### src/rtl/lbk_pkg.sv
package lbk_pkg;
    localparam int unsigned ARM_PERIOD = 5;
    localparam int unsigned REL_PERIOD = 3;

    typedef struct packed {
        logic arm;
        logic rel;
        logic irq;
    } lbk_out_s;
endpackage

### src/rtl/lbk_tracker.sv
module lbk_tracker #(
    parameter int unsigned PERIOD  = 5,
    parameter int unsigned WIN_LEN = 51200,
    parameter int unsigned ERR_LIM = 512
) (
    input  logic clk,
    input  logic rst_n,
    input  logic bit_in,
    input  logic bit_vld,
    input  logic skip_bit,
    output logic det
);
    localparam int unsigned PW = (PERIOD > 1) ? $clog2(PERIOD) : 1;
    localparam int unsigned WW = (WIN_LEN > 1) ? $clog2(WIN_LEN) : 1;
    localparam int unsigned EW = $clog2(ERR_LIM + 2);
    localparam logic [EW-1:0] LIM = EW'(ERR_LIM);
    localparam logic [EW-1:0] SAT = EW'(ERR_LIM + 1);

    typedef struct packed {
        logic                       det;
        logic [PW-1:0]              ph;
        logic [WW-1:0]              win;
        logic [PERIOD-1:0][EW-1:0]  err;
    } trk_s;

    trk_s q, d;
    logic [PERIOD-1:0] miss;
    logic              win_end;
    logic              any_lt;
    logic              any_le;
    logic [EW-1:0]     nxt_err;

    // one comparator per phase of the code
    for (genvar r = 0; r < PERIOD; r++) begin : g_rot
        logic [PW:0] sum;
        logic [PW:0] rot;
        assign sum     = {1'b0, q.ph} + (PW+1)'(r);
        assign rot     = (sum >= (PW+1)'(PERIOD)) ? sum - (PW+1)'(PERIOD) : sum;
        assign miss[r] = bit_in ^ (rot == (PW+1)'(PERIOD - 1));
    end

    always_comb begin
        d       = q;
        win_end = bit_vld && (q.win == WW'(WIN_LEN - 1));
        any_lt  = 1'b0;
        any_le  = 1'b0;
        nxt_err = '0;
        if (bit_vld) begin
            d.ph  = (q.ph == PW'(PERIOD - 1)) ? '0 : q.ph + 1'b1;
            d.win = win_end ? '0 : q.win + 1'b1;
        end
        for (int r = 0; r < PERIOD; r++) begin
            nxt_err = q.err[r];
            if (bit_vld && !skip_bit && miss[r] && (nxt_err != SAT))
                nxt_err = nxt_err + 1'b1;
            if (nxt_err < LIM)  any_lt = 1'b1;
            if (nxt_err <= LIM) any_le = 1'b1;
            d.err[r] = win_end ? '0 : nxt_err;
        end
        if (win_end)
            d.det = q.det ? any_le : any_lt;
    end

    always_ff @(posedge clk) begin
        if (!rst_n) q <= '0;
        else        q <= d;
    end

    assign det = q.det;

    // idle cycles leave the status alone
    a_r7_idle_keeps_status: assert property (@(posedge clk) disable iff (!rst_n)
        !bit_vld |=> $stable(q.det));

    // status only moves at a window boundary
    a_r5_change_at_window_end: assert property (@(posedge clk) disable iff (!rst_n)
        (q.det != $past(q.det)) |-> $past(win_end));
endmodule

### src/rtl/lbk_detect.sv
module lbk_detect
    import lbk_pkg::*;
#(
    parameter int unsigned WIN_LEN = 51200,
    parameter int unsigned ERR_LIM = 512
) (
    input  logic clk,
    input  logic rst_n,
    input  logic bit_in,
    input  logic bit_vld,
    input  logic frm_first,
    input  logic frm_aligned,
    input  logic alt_sel,
    input  logic alt_stat,
    output logic arm_det,
    output logic rel_det,
    output logic lbk_irq
);
    logic     skip_bit;
    logic     arm_raw;
    logic     rel_raw;
    lbk_out_s out_q, out_d;

    assign skip_bit = frm_aligned && frm_first;

    lbk_tracker #(.PERIOD(ARM_PERIOD), .WIN_LEN(WIN_LEN), .ERR_LIM(ERR_LIM)) u_arm (
        .clk(clk), .rst_n(rst_n), .bit_in(bit_in), .bit_vld(bit_vld),
        .skip_bit(skip_bit), .det(arm_raw)
    );

    lbk_tracker #(.PERIOD(REL_PERIOD), .WIN_LEN(WIN_LEN), .ERR_LIM(ERR_LIM)) u_rel (
        .clk(clk), .rst_n(rst_n), .bit_in(bit_in), .bit_vld(bit_vld),
        .skip_bit(skip_bit), .det(rel_raw)
    );

    always_comb begin
        out_d     = out_q;
        out_d.arm = alt_sel ? alt_stat : arm_raw;
        out_d.rel = rel_raw;
        out_d.irq = (out_d.arm != out_q.arm) || (out_d.rel != out_q.rel);
    end

    always_ff @(posedge clk) begin
        if (!rst_n) out_q <= '0;
        else        out_q <= out_d;
    end

    assign arm_det = out_q.arm;
    assign rel_det = out_q.rel;
    assign lbk_irq = out_q.irq;

    // pulse exactly when an output moved
    a_r10_irq_on_change: assert property (@(posedge clk) disable iff (!rst_n)
        ((out_q.arm != $past(out_q.arm)) || (out_q.rel != $past(out_q.rel))) |-> out_q.irq);
    a_r10_irq_needs_change: assert property (@(posedge clk) disable iff (!rst_n)
        out_q.irq |-> ((out_q.arm != $past(out_q.arm)) || (out_q.rel != $past(out_q.rel))));

    // alternate source follows the external input one edge later
    a_r9_alt_follows: assert property (@(posedge clk) disable iff (!rst_n)
        $past(alt_sel) |-> (out_q.arm == $past(alt_stat)));
endmodule

### config.mk
export PLATFORM = sky130hd
export DESIGN_NAME = lbk_detect
export DESIGN_NICKNAME = d
export VERILOG_FILES = /design/src/rtl/lbk_pkg.sv /design/src/rtl/lbk_tracker.sv /design/src/rtl/lbk_detect.sv
export SDC_FILE = /design/constraint.sdc
export NUM_CORES = 1
export LEC_CHECK = 0
export BUFFER_PORTS_ARGS = -buffer_cell sky130_fd_sc_hd__clkbuf_2
export CAP_MARGIN = 20
export CORE_ASPECT_RATIO = 1.5
export CORE_UTILIZATION = 30
export DETAILED_ROUTE_END_ITERATION = 10
export GPL_ROUTABILITY_DRIVEN = 0
export PLACE_DENSITY = 0.4
export SYNTH_ARGS = -nofsm -noshare
export SYNTH_HDL_FRONTEND = slang
export SYNTH_SLANG_ARGS = --single-unit
### constraint.sdc
create_clock -name clk -period 5.02 [get_ports clk]
set_input_delay 1.004 -clock clk [delete_from_list [all_inputs] [get_ports clk]]
set_output_delay 1.004 -clock clk [all_outputs]
set_load 0.05 [all_outputs]
==> results.py <==
metrics = {
    "timing": {
        "finalSetupViolCount": 0,
        "finalHoldViolations": 0,
        "worst_slack_ns": 1.28,
        "fin_skew_ns": 0.00800,
        "worst_pin_slew_ns": 0.694,
        "period_share": 0.744,
        "slew_viol_final": 0,
        "rsz0062_at_grt": "false",
        "slew-limit-headroom": 0.537,
        "finalSetupTns_ns": 0,
        "fin_crit_ns": 3.74,
        "timing.fmax_mhz": 268,
    },
    "clock_tree": {
        "numCtsBuffers": 17,
        "clockBufferDepth": 2,
        "cts_tree": "yes",
        "clk_latency_ns": 0.43,
        "post_cts.repair.setup_buffers": 0,
        "root_buffer": "clkbuf_16",
        "cts-resized-gates": 0,
        "clkTransAtPathRegs_ns": 0.06,
        "htreeDepth": 4,
        "hold_buffers": 0,
        "cts_sinks": 122,
    },
    "synth": {
        "syn-cell-area_sq_um": 7200,
        "async_flop_share": 0,
        "ys.flop_type": "dfxtp_1",
        "synth_edf_count": 0,
        "synth_cells": 871,
        "seq_area_frac_synth": 0.339,
        "ys_types": 73,
        "ys_seq_elements": 122,
        "avgSynthCellArea_sq_um": 8.27,
        "ys_warn_count": 0,
        "synth_nets": 913,
    },
    "power_and_ir_drop": {
        "irDropWorstVdd_v": 0.000245,
        "p_seq_frac": 0.423,
        "power.total_mw": 2.41,
        "pwr-share-comb": 0.086,
        "cellInternalPower_mw": 1.77,
        "leakage_nw": 2.94,
        "swShare": 0.267,
        "power.density_nw_per_um2": 298,
        "clock_power_share": 0.490,
        "power_switching_mw": 0.645,
    },
    "placed_design": {
        "pre_cts_slack_ns": 1.32,
        "hpwl_mm": 12.1,
        "dp_cells": 1165,
        "io_buffers": 10,
    },
    "cells_and_area": {
        "diodes": 0,
        "synthToLayoutAreaGrowth_pct": 12.4,
        "fin_nets": 907,
        "finish.utilization": 0.342,
        "layoutNonFillerInstCount": 1197,
        "drive_above_1_share": 0.0752,
    },
    "drt": {
        "vias": 5839,
        "drcViolationCount": 0,
        "dr.first_iter.drc_count": 209,
        "wirelength_mm": 17.0,
        "wl_per_cell_microns": 14.2,
        "first_pass_iters": 4,
        "ant_nets": 0,
        "via_per_inst": 4.88,
    },
    "setup_path": {
        "critical_path.max_stage_delay_ns": 0.59,
        "critPathSlowestCell": "dfxtp_1",
        "crit_type": "reg -> reg",
        "crit_path_start_kind": "flip-flop",
        "critPathMaxFanout": 14,
        "cp.arrival_ns": 4.10,
        "crit_required_ns": 5.38,
        "reg2reg_depth": 11,
        "path_cells": "inv_1, ha_1, fa_1, nor3b_2, a22oi_1, or4_4, a2111oi_0, xnor2_1, o21ai_0, a2111o_1, o211ai_2",
        "cp-end-kind": "flip-flop",
    },
    "floorplanning": {
        "boundaryPins": 11,
        "start_util": 0.305,
        "chipHeight_microns": 192,
        "rows": 69,
        "die_x_microns": 129,
        "core_sq_um": 23700,
        "die-area_sq_um": 24700,
    },
    "global_routing": {
        "grt_pass1_vias": 5707,
        "grtUsageTotal": 0.148,
        "grt_pass1_wl_mm": 28.5,
        "grt_max_degree": 38,
        "antenna_found_initial": 0,
        "overflow": 0,
    },
    "job": {
        "max-cap-violations": 0,
    },
    "min_path": {
        "hold_class": "reg -> reg",
        "hold_path_depth": 2,
    },
    "status": {
        "status": "completed",
    },
}
-- through the flow --
stage | hold slack [ns] | instance area, sq um
CTS | 0.522 | 8100
finish | 0.512 | 8100
detailed placement | 0.510 | 7530
floorplan | 0.469 | 7200
global route | 0.547 | 8100
global placement | 0.496 | 7530
-- sequential cells by signal (all words and copies together) (netlist names) --
signal and flops:
u_arm.q 69, rel_det 1, u_rel.det 1, u_rel.q 48, lbk_irq 1, u_arm.det 1, arm_det 1
-- kinds of logic after synthesis --
logic type / share of synthesized area
xor gates and xnor gates: 0.147
buffers and inverters: 0.0328
muxes: 0.0274
adders and majority gates: 0.0601
DFF: 0.339
AOI/OAI and AO/OA: 0.0926
and+or+nand+nor: 0.301
-- final timing paths --
kind	startpoint	slack [ns]	endpoint
setup / recovery	u_arm.q[66]	1.28	u_arm.det
hold / removal	u_arm.q[38]	0.51	u_arm.q[38]
setup reg to reg	u_arm.q[66]	1.28	u_arm.det
hold reg to reg	u_arm.q[38]	0.51	u_arm.q[38]
-- placed cells by master (no fill, tap or decap), drive strengths merged, types with 5 or more instances in the layout --
cell type	n
nor2	142
dfxtp	122
nand2	72
xor2	63
xnor2	58
nand3	36
ha	33
clkbuf	28
nand4	26
and3	23
nor3	23
and2	21
inv	21
nor4	18
o21ai	18
mux2i	16
nor4b	11
a21oi	11
a211oi	10
or3	9
nor2b	8
nor3b	8
a21boi	7
clkinvlp	7
buf	5
o211ai	5
clkinv	5
-- cell type report --
type / count / area (sq um)
fill: 2545 / 15600
multi-input combinational: 689 / 4530
clock buffer: 18 / 439
sequential: 122 / 2440
clock inverter: 14 / 124
tap: 319 / 399
timing repair buffer: 15 / 87.6
inverter: 20 / 75.1
-- power by group through the flow --
stage	Combinational, mW	Clock, mW	Sequential, mW
final	0.208	1.18	1.02
after global routing	0.238	1.26	1.02
after CTS	0.214	1.22	1.02
after detailed placement	0.213	0	1.04
after global placement	0.214	0	1.04
after floorplan	0.162	0	1.03
-- per-layer routing --
metal,share of wire,GRT usage,vias to the layer above
met5,0,0,-
met1,0.43,0.162,2741
met3,0.023,0.0315,27
met2,0.53,0.273,49
met4,0.022,0.0629,0
li1,-,-,3022
-- worst max-delay path: cells and delay by family, from the launching register on --
family                   cells  cell delay [ns]
AO/OA/AOI/OAI                5             1.23
AND/OR/NAND/NOR              2             0.75
adder cells (fa/ha/maj)      2             0.70
flip-flops                   1             0.59
buffers and inverters        1             0.21
XOR/XNOR                     1             0.20
-- cell usage after synthesis (16+ instances only) --
cell type    n  area, sq um
ha_1        33          413
nand4_1     26          163
nor2_1     142          533
mux2i_1     16          160
o21ai_0     17         85.1
nand2_1     72          270
and2_1      20          125
and3_1      23          144
xor2_1      63          552
nor4_1      17          106
inv_1       19         71.3
nand3_1     36          180
dfxtp_1    122         2440
nor3_1      23          115
clkbuf_1    29          109
xnor2_1     58          508
(Power assumes the default switching activity.)
